$ cat src/rtl/dsp_alu_pkg.sv
package dsp_alu_pkg;

    typedef enum logic [3:0] {
        OP_ADD = 4'd0,
        OP_SUB = 4'd1,
        OP_CMP = 4'd2,
        OP_INC = 4'd3,
        OP_DEC = 4'd4,
        OP_AND = 4'd5,
        OP_OR  = 4'd6,
        OP_XOR = 4'd7
    } alu_op_e;

    typedef enum logic [1:0] {
        LG_AND = 2'd0,
        LG_OR  = 2'd1,
        LG_XOR = 2'd2
    } logic_sel_e;

endpackage

$ cat src/rtl/dsp_fx_unit.sv
// Fixed-point add or subtract at either the full or the word-only width.
module dsp_fx_unit #(
    parameter int GUARD_W = 8,
    parameter int WORD_W  = 32
) (
    input  logic [GUARD_W+WORD_W-1:0] a,
    input  logic [GUARD_W+WORD_W-1:0] b,
    input  logic                      sub,
    input  logic                      guard_en,
    output logic [GUARD_W+WORD_W-1:0] val,
    output logic                      carry
);
    localparam int REG_W = GUARD_W + WORD_W;

    logic [REG_W:0]  wide;
    logic [WORD_W:0] narrow;

    always_comb begin
        // The extra top bit is the carry for add and the borrow for subtract.
        if (sub) begin
            wide   = {1'b0, a} - {1'b0, b};
            narrow = {1'b0, a[WORD_W-1:0]} - {1'b0, b[WORD_W-1:0]};
        end else begin
            wide   = {1'b0, a} + {1'b0, b};
            narrow = {1'b0, a[WORD_W-1:0]} + {1'b0, b[WORD_W-1:0]};
        end
        if (guard_en) begin
            val   = wide[REG_W-1:0];
            carry = wide[REG_W];
        end else begin
            val   = {{GUARD_W{narrow[WORD_W-1]}}, narrow[WORD_W-1:0]};
            carry = narrow[WORD_W];
        end
    end
endmodule

$ cat src/rtl/dsp_int_unit.sv
// Integer increment or decrement on the upper field of the register.
module dsp_int_unit #(
    parameter int GUARD_W = 8,
    parameter int WORD_W  = 32,
    parameter int FRAC_W  = 16
) (
    input  logic [GUARD_W+WORD_W-FRAC_W-1:0] field,
    input  logic                             dec,
    input  logic                             guard_en,
    output logic [GUARD_W+WORD_W-1:0]        val,
    output logic                             carry
);
    localparam int IW = GUARD_W + WORD_W - FRAC_W;
    localparam int IN = WORD_W - FRAC_W;
    localparam logic [IW:0] ONE_W = (IW+1)'(1);
    localparam logic [IN:0] ONE_N = (IN+1)'(1);

    logic [IW:0] wide;
    logic [IN:0] narrow;

    always_comb begin
        if (dec) begin
            wide   = {1'b0, field} - ONE_W;
            narrow = {1'b0, field[IN-1:0]} - ONE_N;
        end else begin
            wide   = {1'b0, field} + ONE_W;
            narrow = {1'b0, field[IN-1:0]} + ONE_N;
        end
        if (guard_en) begin
            val   = {wide[IW-1:0], {FRAC_W{1'b0}}};
            carry = wide[IW];
        end else begin
            val   = {{GUARD_W{narrow[IN-1]}}, narrow[IN-1:0], {FRAC_W{1'b0}}};
            carry = narrow[IN];
        end
    end
endmodule

$ cat src/rtl/dsp_logic_unit.sv
// Bitwise operations on the 16-bit logical field.
module dsp_logic_unit
    import dsp_alu_pkg::*;
#(
    parameter int GUARD_W = 8,
    parameter int LOGIC_W = 16,
    parameter int FRAC_W  = 16
) (
    input  logic [LOGIC_W-1:0]                a,
    input  logic [LOGIC_W-1:0]                b,
    input  logic_sel_e                        sel,
    output logic [GUARD_W+LOGIC_W+FRAC_W-1:0] val,
    output logic                              zero
);
    logic [LOGIC_W-1:0] r;

    always_comb begin
        unique case (sel)
            LG_AND:  r = a & b;
            LG_OR:   r = a | b;
            default: r = a ^ b;
        endcase
        val  = {{GUARD_W{1'b0}}, r, {FRAC_W{1'b0}}};
        zero = (r == '0);
    end
endmodule

$ cat src/rtl/dsp_guard_alu.sv
module dsp_guard_alu
    import dsp_alu_pkg::*;
#(
    parameter int GUARD_W = 8,
    parameter int WORD_W  = 32,
    parameter int LOGIC_W = 16
) (
    input  logic                      clk,
    input  logic                      rst_n,
    input  logic                      in_valid,
    input  logic [3:0]                op_code,
    input  logic                      guard_en,
    input  logic                      cond_en,
    input  logic [GUARD_W+WORD_W-1:0] opnd_a,
    input  logic [GUARD_W+WORD_W-1:0] opnd_b,
    output logic                      out_valid,
    output logic                      wr_en,
    output logic [GUARD_W+WORD_W-1:0] result,
    output logic                      dc_flag
);
    localparam int REG_W  = GUARD_W + WORD_W;
    localparam int FRAC_W = WORD_W - LOGIC_W;

    logic [REG_W-1:0] fx_val, int_val, lg_val, nx_val;
    logic             fx_c, int_c, lg_z, nx_dc;
    logic             is_wr, is_upd, exec_ok, do_write, do_dc;
    logic_sel_e       lg_sel;

    dsp_fx_unit #(.GUARD_W(GUARD_W), .WORD_W(WORD_W)) u_fx (
        .a(opnd_a), .b(opnd_b), .sub(op_code != OP_ADD),
        .guard_en(guard_en), .val(fx_val), .carry(fx_c)
    );

    dsp_int_unit #(.GUARD_W(GUARD_W), .WORD_W(WORD_W), .FRAC_W(FRAC_W)) u_int (
        .field(opnd_a[REG_W-1:FRAC_W]), .dec(op_code == OP_DEC),
        .guard_en(guard_en), .val(int_val), .carry(int_c)
    );

    dsp_logic_unit #(.GUARD_W(GUARD_W), .LOGIC_W(LOGIC_W), .FRAC_W(FRAC_W)) u_lg (
        .a(opnd_a[WORD_W-1:FRAC_W]), .b(opnd_b[WORD_W-1:FRAC_W]),
        .sel(lg_sel), .val(lg_val), .zero(lg_z)
    );

    always_comb begin
        unique case (op_code)
            OP_OR:   lg_sel = LG_OR;
            OP_XOR:  lg_sel = LG_XOR;
            default: lg_sel = LG_AND;
        endcase
    end

    // Pick the unit's outcome and decide what the operation may write.
    always_comb begin
        nx_val = fx_val;
        nx_dc  = fx_c;
        is_wr  = 1'b0;
        is_upd = 1'b0;
        unique case (op_code)
            OP_ADD, OP_SUB: begin
                is_wr  = 1'b1;
                is_upd = 1'b1;
            end
            OP_CMP: begin
                is_upd = 1'b1;
            end
            OP_INC, OP_DEC: begin
                nx_val = int_val;
                nx_dc  = int_c;
                is_wr  = 1'b1;
                is_upd = 1'b1;
            end
            OP_AND, OP_OR, OP_XOR: begin
                nx_val = lg_val;
                nx_dc  = lg_z;
                is_wr  = 1'b1;
                is_upd = 1'b1;
            end
            default: ;
        endcase
        exec_ok  = !cond_en || dc_flag;
        do_write = in_valid && exec_ok && is_wr;
        do_dc    = in_valid && !cond_en && is_upd;
    end

    always_ff @(posedge clk) begin
        if (!rst_n) begin
            out_valid <= 1'b0;
            wr_en     <= 1'b0;
            result    <= '0;
            dc_flag   <= 1'b0;
        end else begin
            out_valid <= in_valid;
            wr_en     <= do_write;
            if (do_write) result  <= nx_val;
            if (do_dc)    dc_flag <= nx_dc;
        end
    end

    assert_latency_R2: assert property (@(posedge clk) disable iff (!rst_n)
        in_valid |=> out_valid);
    assert_idle_R2: assert property (@(posedge clk) disable iff (!rst_n)
        !in_valid |=> !out_valid && !wr_en);
    assert_cmp_no_write_R5: assert property (@(posedge clk) disable iff (!rst_n)
        in_valid && op_code == OP_CMP |=> !wr_en && $stable(result));
    assert_cond_false_R8: assert property (@(posedge clk) disable iff (!rst_n)
        in_valid && cond_en && !dc_flag |=> !wr_en && $stable(result) && $stable(dc_flag));
    assert_cond_keeps_dc_R9: assert property (@(posedge clk) disable iff (!rst_n)
        in_valid && cond_en |=> $stable(dc_flag));
    assert_undef_R10: assert property (@(posedge clk) disable iff (!rst_n)
        in_valid && op_code[3] |=> !wr_en && $stable(result) && $stable(dc_flag));
    assert_logic_frame_R7: assert property (@(posedge clk) disable iff (!rst_n)
        in_valid && (op_code == OP_AND || op_code == OP_OR || op_code == OP_XOR)
        && (!cond_en || dc_flag)
        |=> wr_en && result[REG_W-1:WORD_W] == '0 && result[FRAC_W-1:0] == '0);
    assert_sign_ext_R4: assert property (@(posedge clk) disable iff (!rst_n)
        in_valid && !guard_en && (op_code == OP_ADD || op_code == OP_SUB)
        && (!cond_en || dc_flag)
        |=> result[REG_W-1:WORD_W] == {GUARD_W{result[WORD_W-1]}});
    assert_int_low_R6: assert property (@(posedge clk) disable iff (!rst_n)
        in_valid && (op_code == OP_INC || op_code == OP_DEC) && (!cond_en || dc_flag)
        |=> wr_en && result[FRAC_W-1:0] == '0);
endmodule

$ cat config.mk
export PLATFORM = sky130hd
export DESIGN_NAME = dsp_guard_alu
export DESIGN_NICKNAME = d
export VERILOG_FILES = /design/src/rtl/dsp_alu_pkg.sv /design/src/rtl/dsp_fx_unit.sv /design/src/rtl/dsp_int_unit.sv /design/src/rtl/dsp_logic_unit.sv /design/src/rtl/dsp_guard_alu.sv
export SDC_FILE = /design/constraint.sdc
export NUM_CORES = 1
export LEC_CHECK = 0
export ABC_AREA = 1
export BUFFER_PORTS_ARGS = -buffer_cell sky130_fd_sc_hd__clkbuf_2
export CAP_MARGIN = 0
export CORE_ASPECT_RATIO = 1.2
export CORE_MARGIN = 8
export CORE_UTILIZATION = 55
export DETAILED_ROUTE_END_ITERATION = 16
export PLACE_DENSITY = 0.87
export SLEW_MARGIN = 20
export SYNTH_ARGS = -nofsm -noshare
export SYNTH_HDL_FRONTEND = slang
export SYNTH_HIERARCHICAL = 1
export SYNTH_SLANG_ARGS = --single-unit
export TNS_END_PERCENT = 50
$ cat constraint.sdc
create_clock -name clk -period 3.6 [get_ports clk]
set_input_delay 0.36 -clock clk [delete_from_list [all_inputs] [get_ports clk]]
set_output_delay 0.36 -clock clk [all_outputs]
set_load 0.03 [all_outputs]
======== Yosys cells after proc, flatten, opt, wreduce, memory -nomap -nowiden ========
Index checks and enable logic that the tools add are counted.
storage, ports and cells
  bits in registers ....................... 43
  ROM bits ................................ 0
  latch bits .............................. 0
  bits in writable memories ............... 0
  memories ................................ 0
  bits of input ports ..................... 89
cells by class
  multiply operators ...................... 0
  multiplexer cells ....................... 14
  shifts and indexed selects .............. 0
  divide/modulo/power cells ............... 0
  bitwise operators ....................... 3
  reductions and logical operators ........ 14
  equal/unequal tests ..................... 8
  add/sub/neg operators ................... 8
  $lt $le $gt $ge ......................... 0
operators with widths
  cell                                                 count
  two-way mux 40 bit                                   2
  one-hot mux 40 bit (2 select lines)                  1
  adder 40 x 40 -> 41 bit                              1
  two-way mux 41 bit                                   1
  subtractor 40 x 40 -> 41 bit                         1
  adder 32 x 32 -> 33 bit                              1
  two-way mux 33 bit                                   1
  subtractor 32 x 32 -> 33 bit                         1
  one-hot mux 16 bit (2 select lines)                  1
  adder 24 x 1 -> 25 bit, second input constant        1
  two-way mux 25 bit                                   1
  subtractor 24 x 1 -> 25 bit, second input constant   1
  adder 16 x 1 -> 17 bit, second input constant        1
  two-way mux 17 bit                                   1
  subtractor 16 x 1 -> 17 bit, second input constant   1
  bitwise AND 16 bit                                   1
  equality test 4 x 3 -> 1 bit, second input constant  4
  zero test 16 bit                                     1
  OR 16 bit                                            1
  bitwise XOR 16 bit                                   1
  equality test 4 x 2 -> 1 bit, second input constant  2
  OR reduction 8 bit                                   1
  OR reduction 7 bit                                   1
  equality test 4 x 1 -> 1 bit, second input constant  1
  12 further kinds                                     18

======== Depth between registers and ports, before layout ========
  word-level depth ........................ 6
  gate-level depth with buffers ........... 26
  gate-level depth less buffers ........... 26

======== Cells and area by module ========
The synthesis kept the hierarchy.
modules (own cells, without submodules)
  module          area an instance (µm²)  sequential area each (µm²)  instances  cells an instance
  dsp_fx_unit     4431.8                  0.0                         1          900
  dsp_guard_alu   2673.8                  860.8                       1          448
  dsp_int_unit    1983.2                  0.0                         1          390
  dsp_logic_unit  1283.7                  0.0                         1          227

======== Worst setup path before layout ========
No wires, ideal clock.
  path type ............................... input to register
  from .................................... input port opnd_b[1]
  to ...................................... register result[32]
  cell stages on the path ................. 25
  path slack .............................. 0.621 ns
  path buffers ............................ 0
  required time ........................... 3.483 ns
  data arrival time ....................... 2.862 ns
  path through ............................ inv_1 ha_1 nand2_2 nor2_4 nand2_4 nor2_4 nand2_2 nor3_4 nand3_2 nand3_1 nand2_1 ha_1 nand2_1 nor2_1 nand2_1 nor2_1 nand2_1 nand2_1 nand2_1 nand3_4 nand2_1 nand3_1 nand3_1 nor2_1 nor2_1
on the way
  word-level cells in the longest chain between the ends .. 4
  elaborated cells between the ends (all ways) .. 8
  those cells by class .................... add/sub: 4; mux: 4
ends and longest elaborated chain
  what                                                             RTL line             source
  start, declared                                                  dsp_guard_alu.sv:15  input logic [GUARD_W+WORD_W-1:0] opnd_b,
  adder 40 x 40 -> 41 bit, or another cell as far along            dsp_fx_unit.sv:24    wide = {1'b0, a} + {1'b0, b};
  two-way mux 41 bit / two-way mux 33 bit (equally long branches)  dsp_fx_unit.sv:20    if (sub) begin
  two-way mux 40 bit (*)                                           dsp_fx_unit.sv:27    if (guard_en) begin
  via fx_val[32]                                                   dsp_guard_alu.sv:24  logic [REG_W-1:0] fx_val, int_val, lg_val, nx_val;
  one-hot mux 40 bit (2 select lines) (*)                          dsp_guard_alu.sv:58  unique case (op_code)
  end signal, assigned                                             dsp_guard_alu.sv:94  if (do_write) result <= nx_val;
  end, declared                                                    dsp_guard_alu.sv:18  output logic [GUARD_W+WORD_W-1:0] result,
Mark *: on every way through the listed nets, which the timed path passes. The rest lies on a longest branch.
A chain may end at the register's enable or synchronous reset.

======== Final worst setup path ========
  from .................................... input port opnd_b[0]
  to ...................................... register result[26]
Same word-level chain as after synthesis.

==> summary by stage <==
Logic synthesis
Yosys instantiated no cell more often than sky130_fd_sc_hd__nand2_1. The number of flops mapped to enable cells by yosys is 0. The distinct cell type count after synthesis is 48. The netlist area before placement is 10400 µm².

Summed over its instances, the top area cell type makes up 19.8% of the synthesized netlist area. The post-synthesis register bit count is 43. The commonest cells after synthesis are sky130_fd_sc_hd__nand2_1 (546), sky130_fd_sc_hd__inv_1 (375), sky130_fd_sc_hd__nor2_1 (321), sky130_fd_sc_hd__nand3_1 (194), sky130_fd_sc_hd__ha_1 (96). The flip-flop cell with the highest count after synthesis is sky130_fd_sc_hd__dfxtp_1. The Yosys step of the flow raised 6 warnings. The synthesized design spends more area on one cell type than any other, namely sky130_fd_sc_hd__nand2_1. The share of synthesized registers carrying an async set or reset is 0%. In the post-synthesis netlist, the biggest area contributors are sky130_fd_sc_hd__nand2_1 (20%), sky130_fd_sc_hd__inv_1 (14%), sky130_fd_sc_hd__nor2_1 (12%).

Averaged over all synthesized cells, the footprint is 5.28 µm². After synthesis, flip-flops and latches occupy 8.30% of the total area. The synthesized instance count is 1965.

Min path
In this run the worst hold path is classified as input pin to flop. The count of cells along the worst hold path is 3.

Worst setup path
At the worst endpoint, the required time is 3.83 ns. The startpoint class of the critical path is an input pin. The top fanout value on the critical path is 5. For the worst setup path, the data arrival time is 3.65 ns. The most numerous cell on the critical path is sky130_fd_sc_hd__nand2_1.

The critical path goes through clkbuf_2, inv_1, ha_1, nand2_2, nor2_4, buf_4, nor2_1, xor2_1, inv_1, ha_1, nand2_1, nor2_1, nand3_1, nand3_1, nand2_1, nand2_1, nand2_1, nand2_1, xor2_1, nand3_1, nand3_1, nor2_1, nor2_1. The delay of the slowest cell on the worst path is 0.37 ns. Among all stages on the critical path, the largest delay is contributed by sky130_fd_sc_hd__ha_1. The element type at the critical path end is a flop. Counting cells, the worst reg-to-reg path comes to 9. The worst setup path is of the input pin to flop kind.

Timing
For this run, the top clock speed supported by timing is 0.293 GHz. Setup violations remaining at the end of the flow were counted as 0. The worst-case clock skew is 0.0141 ns. The final critical-path required period is 3.42 ns. Adding up every negative setup slack in the final design gives 0 ns. The final count of hold timing violations is 0.

The final-report max-slew violation count is 0. Of the available clock period, the critical path in the final layout requires 94.9%. The worst path setup slack after routing is 0.184 ns.

The measured slew at the worst slew-check pin is 0.801 ns. Headroom to the max-slew limit came out at 46.4%. The smallest hold slack is 0.299 ns.

Drt
The number of routed nets with antenna violations is 0. The final wirelength is 36200 µm. For this block, the initial DRC count from the detailed router was 988. The overall via count from detail_route is 12300. Dividing the detail-routed wire length by the instance count gives 15.3 µm. After detailed routing, the met3 layer carries 2430 µm of wire. Wire segments on met2 add up to 17500 µm in the final route. The number of detailed-routing iterations run before antenna repair is 5.

In the final routing, the length of wire on met1 measures 14400 µm. In the routed layout, each cell is associated on average with a via count of 5.23. The residual DRC count is 0. The top metal layer carrying routed signals is met5.

Die
The number of placed I/O pins is 132. The effective utilization at floorplan is 55.6%. The floorplan step set the die height to 166 µm. The die span in x is 141 µm.

The die covers 23500 µm². The initialized floorplan defines 55 standard-cell rows. The total area inside the core boundary comes to 18600 µm².

Power and ir drop
In this run the static leakage power is 6.89 nW. IR analysis of the VDD net gives a maximum drop of 0.000225 V. The power per cell area is 226 nW/µm². The design draws 2.60 mW.

CTS
For the worst-skew pair, the clock arrives at the later sink with an insertion delay of 0.30 ns. The total clock sinks is 43. Buffers inserted during clock tree synthesis total 5.

The clock tree synthesis step divided the H-tree into 2 levels. The clock tree from TritonCTS is yes. The cell sitting at the root of the clock tree is a sky130_fd_sc_hd__clkbuf_16.

Counting along the longest clock path gives a buffer depth of 2. After clock tree synthesis, the clock-pin slew on the worst setup and hold paths is 0.07 ns.

GRT
The global routing usage summed across all routing layers is 29.7%. The overall overflow remaining after global route is 0. The via count of the first global-routing pass is 11600. The global-route wire length before repair is 56900 µm.

The initial antenna violation count came to 1. The maximum number of pins on one net before global-route repair is 43.

Cells and area
In the final layout, the multi-input gates occupy 7730 µm². The diode insertion count for antenna repair is 0. The combined flip-flop and latch cell area is 861 µm².

From synthesis to final layout, the design area changed by 10.9%. Fill cells in the final layout number 1962. The post-route netlist has 12.1% of its cells at a drive strength greater than 1. The post-layout net count is 2288.

Placement
The count of port buffers added during placement is 131. At the placement stage, the worst setup path has a slack of -0.163 ns. Summed over all nets, the half-perimeter wirelength after detailed placement is 30500 µm. The routability congestion estimate from global placement is 1.02.

Run status
The flow ran to the end, and the final reports show no timing, DRC or antenna violations.

Run
The tool flagged a number of max-cap violations equal to 0.
==> logic make-up (layout without fill, tap and decap cells) <==
group	after synthesis	after routing	synth area share, %
simple gates	1156	1156	47.6
buf+inv	464	563	19.2
compound gates	125	125	6.35
fa+ha+maj	98	98	12.0
xor+xnor	77	77	6.50
flops	43	43	8.30
other cells	2	40	0.0724
==> what timing repair did <==
| item | in CTS | in global routing |
|---|---|---|
| resized for setup | 0 | 16 |
| hold buffers | 0 | 0 |
| setup buffers | 0 | 2 |
| endpoints found under the setup margin | 0 | 11 |
==> final timing paths <==
kind,start,end,slack (ns)
worst max-delay path,opnd_b[0],result[26],0.18
worst min-delay path,in_valid,out_valid,0.30
worst max register to register,dc_flag,result[29],1.61
worst min register to register,result[29],result[29],0.54
==> critical path: cells and delay by family <==
kind          cells  cell delay, ns
fa+ha+maj         2            0.60
xor+xnor          2            0.42
buf+inv           4            0.40
simple gates     15            1.86
==> metal layers <==
| metal | GRT usage [%] | vias up |
|---|---|---|
| met5 | 0 | - |
| met3 | 3.32 | 128 |
| li1 | - | 6178 |
| met4 | 14.4 | 2 |
| met2 | 53.2 | 556 |
| met1 | 34.3 | 5479 |
==> per-stage QoR <==
stage / util (%) / instances / instance area (µm²)
2_1_floorplan: - / 2003 / 10500
3_3_place_gp: 60.4 / 2348 / 11300
3_5_place_dp: 60.4 / 2348 / 11300
4_1_cts: 61.3 / 2356 / 11400
5_1_grt: 61.7 / 2358 / 11500
6_report: 61.7 / 2358 / 11500
==> registers in the layout (all words and copies together), names as in the netlist <==
signal,count
dc_flag,1
wr_en,1
result,40
out_valid,1
==> cell type report <==
class / instances / area share (%)
tap: 256 / 2.79
multi-input combinational: 1496 / 67.2
inverter: 382 / 12.5
clock inverter: 3 / 0.381
clock buffer: 5 / 1.09
timing repair buffer: 173 / 8.55
sequential: 43 / 7.48
==> power breakdown <==
group	switching, mW	internal (mW)
registers	0.0153	0.504
clock network	0.220	0.328
logic	1.01	0.523
==> placed cells by master (no fill, tap or decap), types with 9 or more instances in the layout <==
| cell type | netlist | layout |
|---|---|---|
| sky130_fd_sc_hd__a21oi_1 | 49 | 45 |
| sky130_fd_sc_hd__buf_4 | 44 | 41 |
| sky130_fd_sc_hd__clkbuf_2 | 0 | 131 |
| sky130_fd_sc_hd__conb_1 | 2 | 40 |
| sky130_fd_sc_hd__dfxtp_1 | 43 | 43 |
| sky130_fd_sc_hd__ha_1 | 96 | 95 |
| sky130_fd_sc_hd__inv_1 | 375 | 375 |
| sky130_fd_sc_hd__nand2_1 | 546 | 545 |
| sky130_fd_sc_hd__nand2_2 | 16 | 17 |
| sky130_fd_sc_hd__nand3_1 | 194 | 194 |
| sky130_fd_sc_hd__nand3b_1 | 12 | 12 |
| sky130_fd_sc_hd__nand4_1 | 11 | 11 |
| sky130_fd_sc_hd__nor2_1 | 321 | 314 |
| sky130_fd_sc_hd__nor2_2 | 10 | 15 |
| sky130_fd_sc_hd__nor2_4 | 8 | 10 |
| sky130_fd_sc_hd__nor3_1 | 9 | 9 |
| sky130_fd_sc_hd__o21ai_0 | 57 | 56 |
| sky130_fd_sc_hd__xnor2_1 | 18 | 18 |
| sky130_fd_sc_hd__xor2_1 | 59 | 58 |
(Power assumes the default switching activity.)
